$ cat src/rtl/i2c_am_pkg.sv
package i2c_am_pkg;
  localparam int unsigned SLOTS_DEF = 4;
  localparam int unsigned BYTE_W    = 8;

  typedef struct packed {
    logic ack;
    logic gc;
    logic rnw;
  } am_verdict_t;
endpackage

$ cat src/rtl/am_slot_regs.sv
module am_slot_regs #(
  parameter int unsigned NUM_SLOTS = 4,
  parameter int unsigned AW        = 8,
  localparam int unsigned IW       = $clog2(NUM_SLOTS)
) (
  input  logic                          clk_i,
  input  logic                          rst_ni,
  input  logic                          we_i,
  input  logic [IW-1:0]                 sel_i,
  input  logic [AW-1:0]                 wdata_i,
  output logic [AW-1:0]                 rdata_o,
  output logic [NUM_SLOTS-1:0][AW-1:0]  slots_o
);
  logic [NUM_SLOTS-1:0][AW-1:0] slot_q;

  for (genvar g = 0; g < NUM_SLOTS; g++) begin : g_slot
    always_ff @(posedge clk_i or negedge rst_ni) begin
      if (!rst_ni)                          slot_q[g] <= '0;
      else if (we_i && sel_i == IW'(g))     slot_q[g] <= wdata_i;
    end
  end

  assign rdata_o = slot_q[sel_i];
  assign slots_o = slot_q;
endmodule

$ cat src/rtl/am_slot_cmp.sv
module am_slot_cmp #(
  parameter int unsigned AW = 8
) (
  input  logic [AW-1:0] slot_i,
  input  logic [AW-2:0] addr_i,
  output logic          hit_norm_o,
  output logic          hit_gc_o
);
  // a slot of all zeros can match neither way
  assign hit_norm_o = (slot_i[AW-1:1] != '0) && (slot_i[AW-1:1] == addr_i);
  assign hit_gc_o   = slot_i[0] && (addr_i == '0);
endmodule

$ cat src/rtl/am_prio_sel.sv
module am_prio_sel #(
  parameter int unsigned NUM_SLOTS = 4,
  localparam int unsigned IW       = $clog2(NUM_SLOTS)
) (
  input  logic [NUM_SLOTS-1:0] hit_norm_i,
  input  logic [NUM_SLOTS-1:0] hit_gc_i,
  output logic                 any_o,
  output logic                 gc_o,
  output logic [IW-1:0]        idx_o
);
  logic [NUM_SLOTS-1:0] hit;
  assign hit   = hit_norm_i | hit_gc_i;
  assign any_o = |hit;

  // descending scan: lowest index wins
  always_comb begin
    idx_o = '0;
    gc_o  = 1'b0;
    for (int i = NUM_SLOTS - 1; i >= 0; i--) begin
      if (hit[i]) begin
        idx_o = IW'(i);
        gc_o  = hit_gc_i[i];
      end
    end
  end
endmodule

$ cat src/rtl/i2c_addr_matcher.sv
module i2c_addr_matcher
  import i2c_am_pkg::*;
#(
  parameter int unsigned NUM_SLOTS = SLOTS_DEF,
  parameter int unsigned AW        = BYTE_W,
  localparam int unsigned IW       = $clog2(NUM_SLOTS)
) (
  input  logic          clk_i,
  input  logic          rst_ni,
  input  logic          slave_en_i,
  input  logic          reg_we_i,
  input  logic [IW-1:0] reg_sel_i,
  input  logic [AW-1:0] reg_wdata_i,
  output logic [AW-1:0] reg_rdata_o,
  input  logic          start_i,
  input  logic          stop_i,
  input  logic          byte_valid_i,
  input  logic [AW-1:0] byte_i,
  output logic          dec_valid_o,
  output logic          ack_o,
  output logic          gc_o,
  output logic [IW-1:0] idx_o,
  output logic          rnw_o
);
  logic [NUM_SLOTS-1:0][AW-1:0] slots;
  logic [NUM_SLOTS-1:0]         hit_norm, hit_gc;
  logic                         any_hit, sel_gc;
  logic [IW-1:0]                sel_idx;
  logic                         armed_q, dec_q, first_byte, bus_evt;
  am_verdict_t                  verd_q, verd_d;
  logic [IW-1:0]                idx_q;

  am_slot_regs #(.NUM_SLOTS(NUM_SLOTS), .AW(AW)) u_regs (
    .clk_i   (clk_i),
    .rst_ni  (rst_ni),
    .we_i    (reg_we_i),
    .sel_i   (reg_sel_i),
    .wdata_i (reg_wdata_i),
    .rdata_o (reg_rdata_o),
    .slots_o (slots)
  );

  for (genvar g = 0; g < NUM_SLOTS; g++) begin : g_cmp
    am_slot_cmp #(.AW(AW)) u_cmp (
      .slot_i     (slots[g]),
      .addr_i     (byte_i[AW-1:1]),
      .hit_norm_o (hit_norm[g]),
      .hit_gc_o   (hit_gc[g])
    );
  end

  am_prio_sel #(.NUM_SLOTS(NUM_SLOTS)) u_sel (
    .hit_norm_i (hit_norm),
    .hit_gc_i   (hit_gc),
    .any_o      (any_hit),
    .gc_o       (sel_gc),
    .idx_o      (sel_idx)
  );

  assign bus_evt    = start_i | stop_i;
  assign first_byte = byte_valid_i & armed_q & ~bus_evt;

  always_comb begin
    verd_d.ack = slave_en_i & any_hit;
    verd_d.gc  = slave_en_i & any_hit & sel_gc;
    verd_d.rnw = byte_i[0];
  end

  // armed from START until the first byte; STOP disarms
  always_ff @(posedge clk_i or negedge rst_ni) begin
    if (!rst_ni)             armed_q <= 1'b0;
    else if (bus_evt)        armed_q <= start_i;
    else if (byte_valid_i)   armed_q <= 1'b0;
  end

  always_ff @(posedge clk_i or negedge rst_ni) begin
    if (!rst_ni) begin
      dec_q  <= 1'b0;
      verd_q <= '0;
      idx_q  <= '0;
    end else begin
      dec_q <= first_byte;
      if (bus_evt) begin
        verd_q <= '0;
        idx_q  <= '0;
      end else if (first_byte) begin
        verd_q <= verd_d;
        idx_q  <= verd_d.ack ? sel_idx : '0;
      end
    end
  end

  assign dec_valid_o = dec_q;
  assign ack_o       = verd_q.ack;
  assign gc_o        = verd_q.gc;
  assign rnw_o       = verd_q.rnw;
  assign idx_o       = idx_q;
endmodule

$ cat config.mk
export PLATFORM = sky130hd
export DESIGN_NAME = i2c_addr_matcher
export DESIGN_NICKNAME = d
export VERILOG_FILES = /design/src/rtl/i2c_am_pkg.sv /design/src/rtl/am_slot_regs.sv /design/src/rtl/am_slot_cmp.sv /design/src/rtl/am_prio_sel.sv /design/src/rtl/i2c_addr_matcher.sv
export SDC_FILE = /design/constraint.sdc
export NUM_CORES = 1
export LEC_CHECK = 0
export BUFFER_PORTS_ARGS = -buffer_cell sky130_fd_sc_hd__buf_2
export CORE_ASPECT_RATIO = 1.5
export CORE_MARGIN = 3
export CORE_UTILIZATION = 35
export DETAILED_ROUTE_END_ITERATION = 12
export PLACE_DENSITY_LB_ADDON = 0.2
export SLEW_MARGIN = 20
export SYNTH_ARGS = -nofsm -noshare
export SYNTH_HDL_FRONTEND = slang
export SYNTH_HIERARCHICAL = 1
export SYNTH_SLANG_ARGS = --single-unit
$ cat constraint.sdc
create_clock -name clk_i -period 1.95 [get_ports clk_i]
set_input_delay 0.39 -clock clk_i [delete_from_list [all_inputs] [get_ports clk_i]]
set_output_delay 0.39 -clock clk_i [all_outputs]
set_load 0.1 [all_outputs]
==> flow_metrics.env, run 1 <==
export IMPL_ys_seq_area_share_pct=43.6
export IMPL_setup_viol=0
export IMPL_design_final_nets=270
export IMPL_io_pin_count=39
export IMPL_grt_start_max_net_pins=24
export IMPL_cts_num_sinks=39
export IMPL_synth_lib_cells_used_distinct=32
export IMPL_setup_tns_after_final_layout_ns=0
export IMPL_initial_standard_cell_utilization_of_the_core_pct=36.3
export IMPL_detail_route_antenna_nets=0
export IMPL_vias_per_cell=5.36
export IMPL_final_min_period_over_clock_period_pct=99.7
export IMPL_die_height_um=104
export IMPL_data_required_time_at_the_worst_endpoint_ns=2.13
export IMPL_final_max_slew_viol_count=0
export IMPL_achievable_frequency_mhz=514
export IMPL_cts_inserted_buffers=5
export IMPL_tightestPinTransition_ns=0.486
export IMPL_synth_net_count=194
export IMPL_top_flip_flop_cell_by_instance_count_after_synthesis="dfrtp_1"
export IMPL_flow_area_growth_from_synthesis_pct=34.7
export IMPL_synth_edff_count=0
export IMPL_clock_latency_on_the_worst_skew_pair_ns=0.29
export IMPL_timing_critical_path_slowest_cell_delay_ns=0.40
export IMPL_grt_pass1_wl_um=9320
export IMPL_yosys_warning_total=6
export IMPL_drv_cap=0
export IMPL_grt_total_usage_pct=16.2
export IMPL_crit_path_cell_trace="nor4_2, a211o_1, a2111oi_4, nor4_2, nand2_1, and2_4, a32o_1"
export IMPL_clk_pin_slew_worst_paths_ns=0.08
export IMPL_cts_tree="done"
export IMPL_critPathLaunchType="flop"
export IMPL_rsz0062_at_grt="true"
export IMPL_path_max_fanout=4
export IMPL_syn_cell_area_mm2=0.00224
export IMPL_netlist_area_leader_share_pct=43.6
export IMPL_floorplan_die_width_um=71.3
export IMPL_pre_cts_ws_ns=-0.151
export IMPL_deepest_level_of_the_cts_h_tree=2
export IMPL_number_of_buffers_between_clock_root_and_the_deepest_sink=2
export IMPL_yosys_register_bits=39
export IMPL_cts_root_buf="clkbuf_8"
export IMPL_worst_clock_skew_ns=0.00369
export IMPL_critical_path_arrival_ns=2.13
export IMPL_slew_headroom_pct=67.8
export IMPL_dr_total_vias=1714
export IMPL_gp_congestion=0.809
export IMPL_number_of_antenna_violations_at_the_first_check_in_global_routing=0
export IMPL_synth_most_common_cell="dfrtp_1"
export IMPL_r2r_slack_ns=0.006
export IMPL_coreArea_mm2=0.00617
export IMPL_outcome="finished clean"
export IMPL_drcViolationCount=0
export IMPL_synthesis_instances=169
export IMPL_peakVddDrop_mv=0.498
export IMPL_finalWorstPathRequiredPeriod_ns=1.94
export IMPL_slowest_stage="dfrtp_1"
export IMPL_p_leak_nw=1.31
export IMPL_hold_viol=0
export IMPL_via_count_of_the_first_global_routing_pass=1815
export IMPL_netlist_top_cell_by_area="dfrtp_1"
export IMPL_synth_commonest_cells="dfrtp_1 (39), mux2_2 (32), xnor2_1 (16), nor2_1 (10), nor4_1 (9)"
export IMPL_iteration_0_drc_markers=50
export IMPL_layout_filler_cells=567
export IMPL_pwr_density_cell_mw_per_mm2=913
export IMPL_route_detailed_wl_per_inst_um=18.3
export IMPL_synthTopCellsByArea="dfrtp_1 (44%), mux2_2 (16%), xnor2_1 (6.3%)"
export IMPL_grt_overflow_total=0
export IMPL_hold_path_class="in -> async"
export IMPL_ratio_of_cells_with_drive_above_1_in_the_final_layout_pct=55.7
export IMPL_insertedDiodeCount=0
export IMPL_ffs_w_async_s_r_synth_pct=100
export IMPL_syn_area_per_cell_um2=13.2
export IMPL_cp_end_kind="flop"
export IMPL_first_pass_iters=4
export IMPL_postRouteWirelength_um=5860
export IMPL_total_power_mw=2.75
export IMPL_placementRows=35
export IMPL_timing_setup_critical_path_class="reg -> reg"
export IMPL_cpMostUsedCell="nor4_2"
export IMPL_io_port_bufs=38
export IMPL_detailed_place_hpwl_um=4610
export IMPL_worst_slack_ns=0.00612
export IMPL_die_area_mm2=0.00741
==> worst paths after layout <==
| check | from | cells past startpoint | to |
|---|---|---|---|
| max reg2reg | u_regs/slots_o[22] | 7 | idx_o[0] |
| min | rst_ni | 1 | u_regs/slots_o[0] |
| min in group clk_i | start_i | 2 | armed_q |
| max in group asynchronous | rst_ni | 2 | u_regs/slots_o[6] |
| min reg2reg | idx_o[0] | 1 | idx_o[0] |
| max | u_regs/slots_o[22] | 7 | idx_o[0] |
==> logic make-up after synthesis <==
logic type      after synthesis  share of synthesized area [%]
compound gates               19                           8.27
xor+xnor                     24                           9.39
buf+inv                       5                           1.68
flops                        39                           43.6
mux                          40                           24.7
simple gates                 42                           12.4
==> routing by layer <==
metal	vias up	share of wire (%)	global-route usage (%)
met5	-	0	0
met4	0	0.94	4.44
met3	6	3.5	2.71
met2	34	55	28.8
met1	865	40	19.6
li1	809	-	-
==> flip-flops by register name (all words and copies together) (netlist names) <==
register	flops
dec_valid_o	1
rnw_o	1
u_regs/slots_o	32
ack_o	1
idx_o	2
armed_q	1
gc_o	1
==> layout by cell type (no fill, tap or decap), drive strengths merged, types with 3 or more instances in the layout <==
| cell type | count |
|---|---|
| mux4 | 8 |
| and4b | 4 |
| mux2 | 32 |
| a32o | 3 |
| buf | 72 |
| nor4 | 10 |
| nand2 | 5 |
| dfrtp | 39 |
| xnor2 | 16 |
| a211o | 4 |
| a2111oi | 4 |
| nand4 | 4 |
| nor2 | 10 |
| xor2 | 8 |
| clkbuf | 7 |
==> per-stage QoR <==
step / util [%] / cell area [um2] / hold WS (ns) / cells
after CTS: 46.7 / 2880 / 0.0426 / 318
after detailed placement: 44.3 / 2740 / 0.362 / 309
after floorplan: - / 2240 / 0.0944 / 169
after global routing: 48.8 / 3010 / 0.0464 / 320
after global placement: 44.3 / 2740 / 0.355 / 309
final: 48.8 / 3010 / 0.0263 / 320
==> power breakdown <==
part,internal [mW],switching [mW],leakage (nW)
Sequential,0.937,0.121,0.473
Combinational,0.511,0.640,0.791
Clock,0.252,0.290,0.0422
==> layout make-up <==
class | count | area [um2] | area share [%]
Multi-Input combinational cell | 125 | 1310 | 43.3
Sequential cell | 39 | 976 | 32.4
Timing Repair Buffer | 72 | 552 | 18.3
Tap cell | 74 | 92.6 | 3.07
Clock buffer | 7 | 76.3 | 2.53
Inverter | 2 | 7.51 | 0.249
Clock inverter | 1 | 5.00 | 0.166
==> worst max-delay path, delay by kind of cell, from the launching register on <==
| family | cells | cell delay, ns |
|---|---|---|
| AND/OR/NAND/NOR | 4 | 0.90 |
| AO/OA/AOI/OAI | 3 | 0.54 |
| flip-flops | 1 | 0.40 |
==> repair_timing <==
| action | in CTS | in global routing |
|---|---|---|
| endpoints found under the setup margin | 10 | 8 |
| hold buffers | 0 | 0 |
| resized for setup | 15 | 27 |
| pin swaps | 1 | 11 |
| setup buffers | 1 | 2 |
Note: power is estimated with default switching activity, not from simulation.
==> run 2: changes to the inputs <==
Settings changed: CELL_PAD_IN_SITES_DETAIL_PLACEMENT from default to 1, CELL_PAD_IN_SITES_GLOBAL_PLACEMENT from default to 1.
==> run 2 against run 1 <==
Effect of this change: the flow now finishes with violations (negative setup slack); clock skew rose by 0.0061 ns; clock-buffer cell count did not move; hold slack improved by 0.032 ns; clock power fell by 3%; die area did not move; core utilization barely moved; largest cell class unchanged.
==> flow_metrics.env, run 2 (same netlist as run 1, synthesis figures left out) <==
export IMPL_postRouteWirelength_um=6900
export IMPL_cts_inserted_buffers=5
export IMPL_achievable_frequency_mhz=480
export IMPL_sequential_cell_area_um2=977
export IMPL_slew_headroom_pct=66.3
export IMPL_deepest_level_of_the_cts_h_tree=2
export IMPL_dr_total_vias=1776
export IMPL_grt_total_usage_pct=19.2
export IMPL_hold_path_class="in -> async"
export IMPL_data_required_time_at_the_worst_endpoint_ns=2.13
export IMPL_finalWorstPathRequiredPeriod_ns=2.08
export IMPL_drv_cap=0
export IMPL_die_height_um=104
export IMPL_peakVddDrop_mv=0.550
export IMPL_number_of_antenna_violations_at_the_first_check_in_global_routing=0
export IMPL_gp_congestion=0.821
export IMPL_largest_register_ff_count=32
export IMPL_design_final_nets=265
export IMPL_drcViolationCount=0
export IMPL_insertedDiodeCount=0
export IMPL_post_layout_util_pct=48.9
export IMPL_io_pin_count=39
export IMPL_via_count_of_the_first_global_routing_pass=2102
export IMPL_cts_root_buf="clkbuf_8"
export IMPL_ratio_of_cells_with_drive_above_1_in_the_final_layout_pct=55.6
export IMPL_mostFrequentLayoutCells="dfrtp_1 (38), mux2_2 (32), buf_2 (30)"
export IMPL_grt_start_max_net_pins=21
export IMPL_dpl_instance_area_mm2=0.00268
export IMPL_whs_ns=0.0579
export IMPL_tightestPinTransition_ns=0.506
export IMPL_flow_area_growth_from_synthesis_pct=34.8
export IMPL_cts_tree="done"
export IMPL_die_area_mm2=0.00741
export IMPL_route_detailed_wl_per_inst_um=21.9
export IMPL_outcome="complete, but fails checks"
export IMPL_clk_pin_slew_worst_paths_ns=0.08
export IMPL_postCtsHoldBufs=0
export IMPL_clock_latency_on_the_worst_skew_pair_ns=0.29
export IMPL_pwr_density_cell_mw_per_mm2=927
export IMPL_worst_clock_skew_ns=0.00983
export IMPL_critPathLaunchType="flop"
export IMPL_multi_input_comb_area_mm2=0.00132
export IMPL_io_port_bufs=38
export IMPL_detail_route_antenna_nets=0
export IMPL_grt_pass1_wl_um=11000
export IMPL_setup_viol=5
export IMPL_failed_checks="negative setup slack"
export IMPL_final_min_period_over_clock_period_pct=107
export IMPL_detailed_place_hpwl_um=5250
export IMPL_worst_slack_ns=-0.131
export IMPL_path_max_fanout=4
export IMPL_critical_path_arrival_ns=2.26
export IMPL_floorplan_die_width_um=71.3
export IMPL_iteration_0_drc_markers=122
export IMPL_final_instance_count_excl_fill=315
export IMPL_hold_viol=0
export IMPL_final_max_slew_viol_count=0
export IMPL_timing_setup_critical_path_class="reg -> reg"
export IMPL_initial_standard_cell_utilization_of_the_core_pct=36.3
export IMPL_grt_overflow_total=0
export IMPL_layout_commonest_cell="dfrtp_1"
export IMPL_cts_num_sinks=39
export IMPL_post_place_cells=302
export IMPL_coreArea_mm2=0.00617
export IMPL_finish_instance_area_mm2=0.00302
export IMPL_rsz0062_at_grt="true"
export IMPL_number_of_buffers_between_clock_root_and_the_deepest_sink=2
export IMPL_layout_filler_cells=649
export IMPL_first_pass_iters=4
export IMPL_cp_end_kind="flop"
export IMPL_p_leak_nw=1.29
export IMPL_vias_per_cell=5.64
export IMPL_placementRows=35
==> run 2: worst max-delay path, cell delays in order (launching register included) <==
cell	delay, ns
dfrtp_2	0.44
nor4_2	0.27
a211o_1	0.22
a2111oi_4	0.11
buf_6	0.14
nor4_4	0.27
nand2_1	0.09
and2_4	0.16
a32o_1	0.26
==> run 2: where the power goes <==
part	leakage, nW	total, mW	switching, mW	internal, mW
Sequential	0.472	1.08	0.137	0.938
Combinational	0.777	1.19	0.667	0.526
Clock	0.0422	0.527	0.276	0.251
==> run 2: final timing paths <==
path                              startpoint                end  slack [ns]  cells past startpoint
min in group clk_i                 byte_i[0]              rnw_o        0.33                      2
max in group asynchronous             rst_ni  u_regs/slots_o[6]        1.39                      2
setup reg to reg           u_regs/slots_o[6]           idx_o[0]       -0.13                      8
hold reg to reg                        rnw_o              rnw_o        0.51                      1
setup / recovery           u_regs/slots_o[6]           idx_o[0]       -0.13                      8
hold / removal                        rst_ni           idx_o[1]        0.06                      1
==> run 2: metrics by stage <==
step	worst slack, ns	TNS [ns]	power, mW
2_1_floorplan	0.0304	0	1.73
3_3_place_gp	-0.0379	-0.166	2.05
3_5_place_dp	-0.115	-0.400	2.08
4_1_cts	0.000514	0	2.72
5_1_grt	-0.201	-0.811	2.95
6_report	-0.131	-0.437	2.79
==> run 2: metal layers <==
metal,wire (um),GRT usage [%],share of wire (%),vias to the layer above
met5,0,0,0,-
met2,3910,35.3,57,48
li1,-,-,-,794
met4,211,5.91,3.1,0
met3,252,3.58,3.7,16
met1,2520,21.7,37,918
==> run 2: what timing repair did <==
action,CTS,global route
gates resized for setup,31,22
pin swaps,13,14
buffers inserted,3,3
setup endpoints to repair,10,11
==> run 2: cell type report <==
| cell class | instances | area share [%] |
|---|---|---|
| clock buffers | 7 | 2.53 |
| inverters | 2 | 0.249 |
| repair buffers | 67 | 17.9 |
| well taps | 74 | 3.07 |
| clock inverters | 1 | 0.166 |
| multi-input cells | 125 | 43.7 |
| flip-flops and latches | 39 | 32.4 |
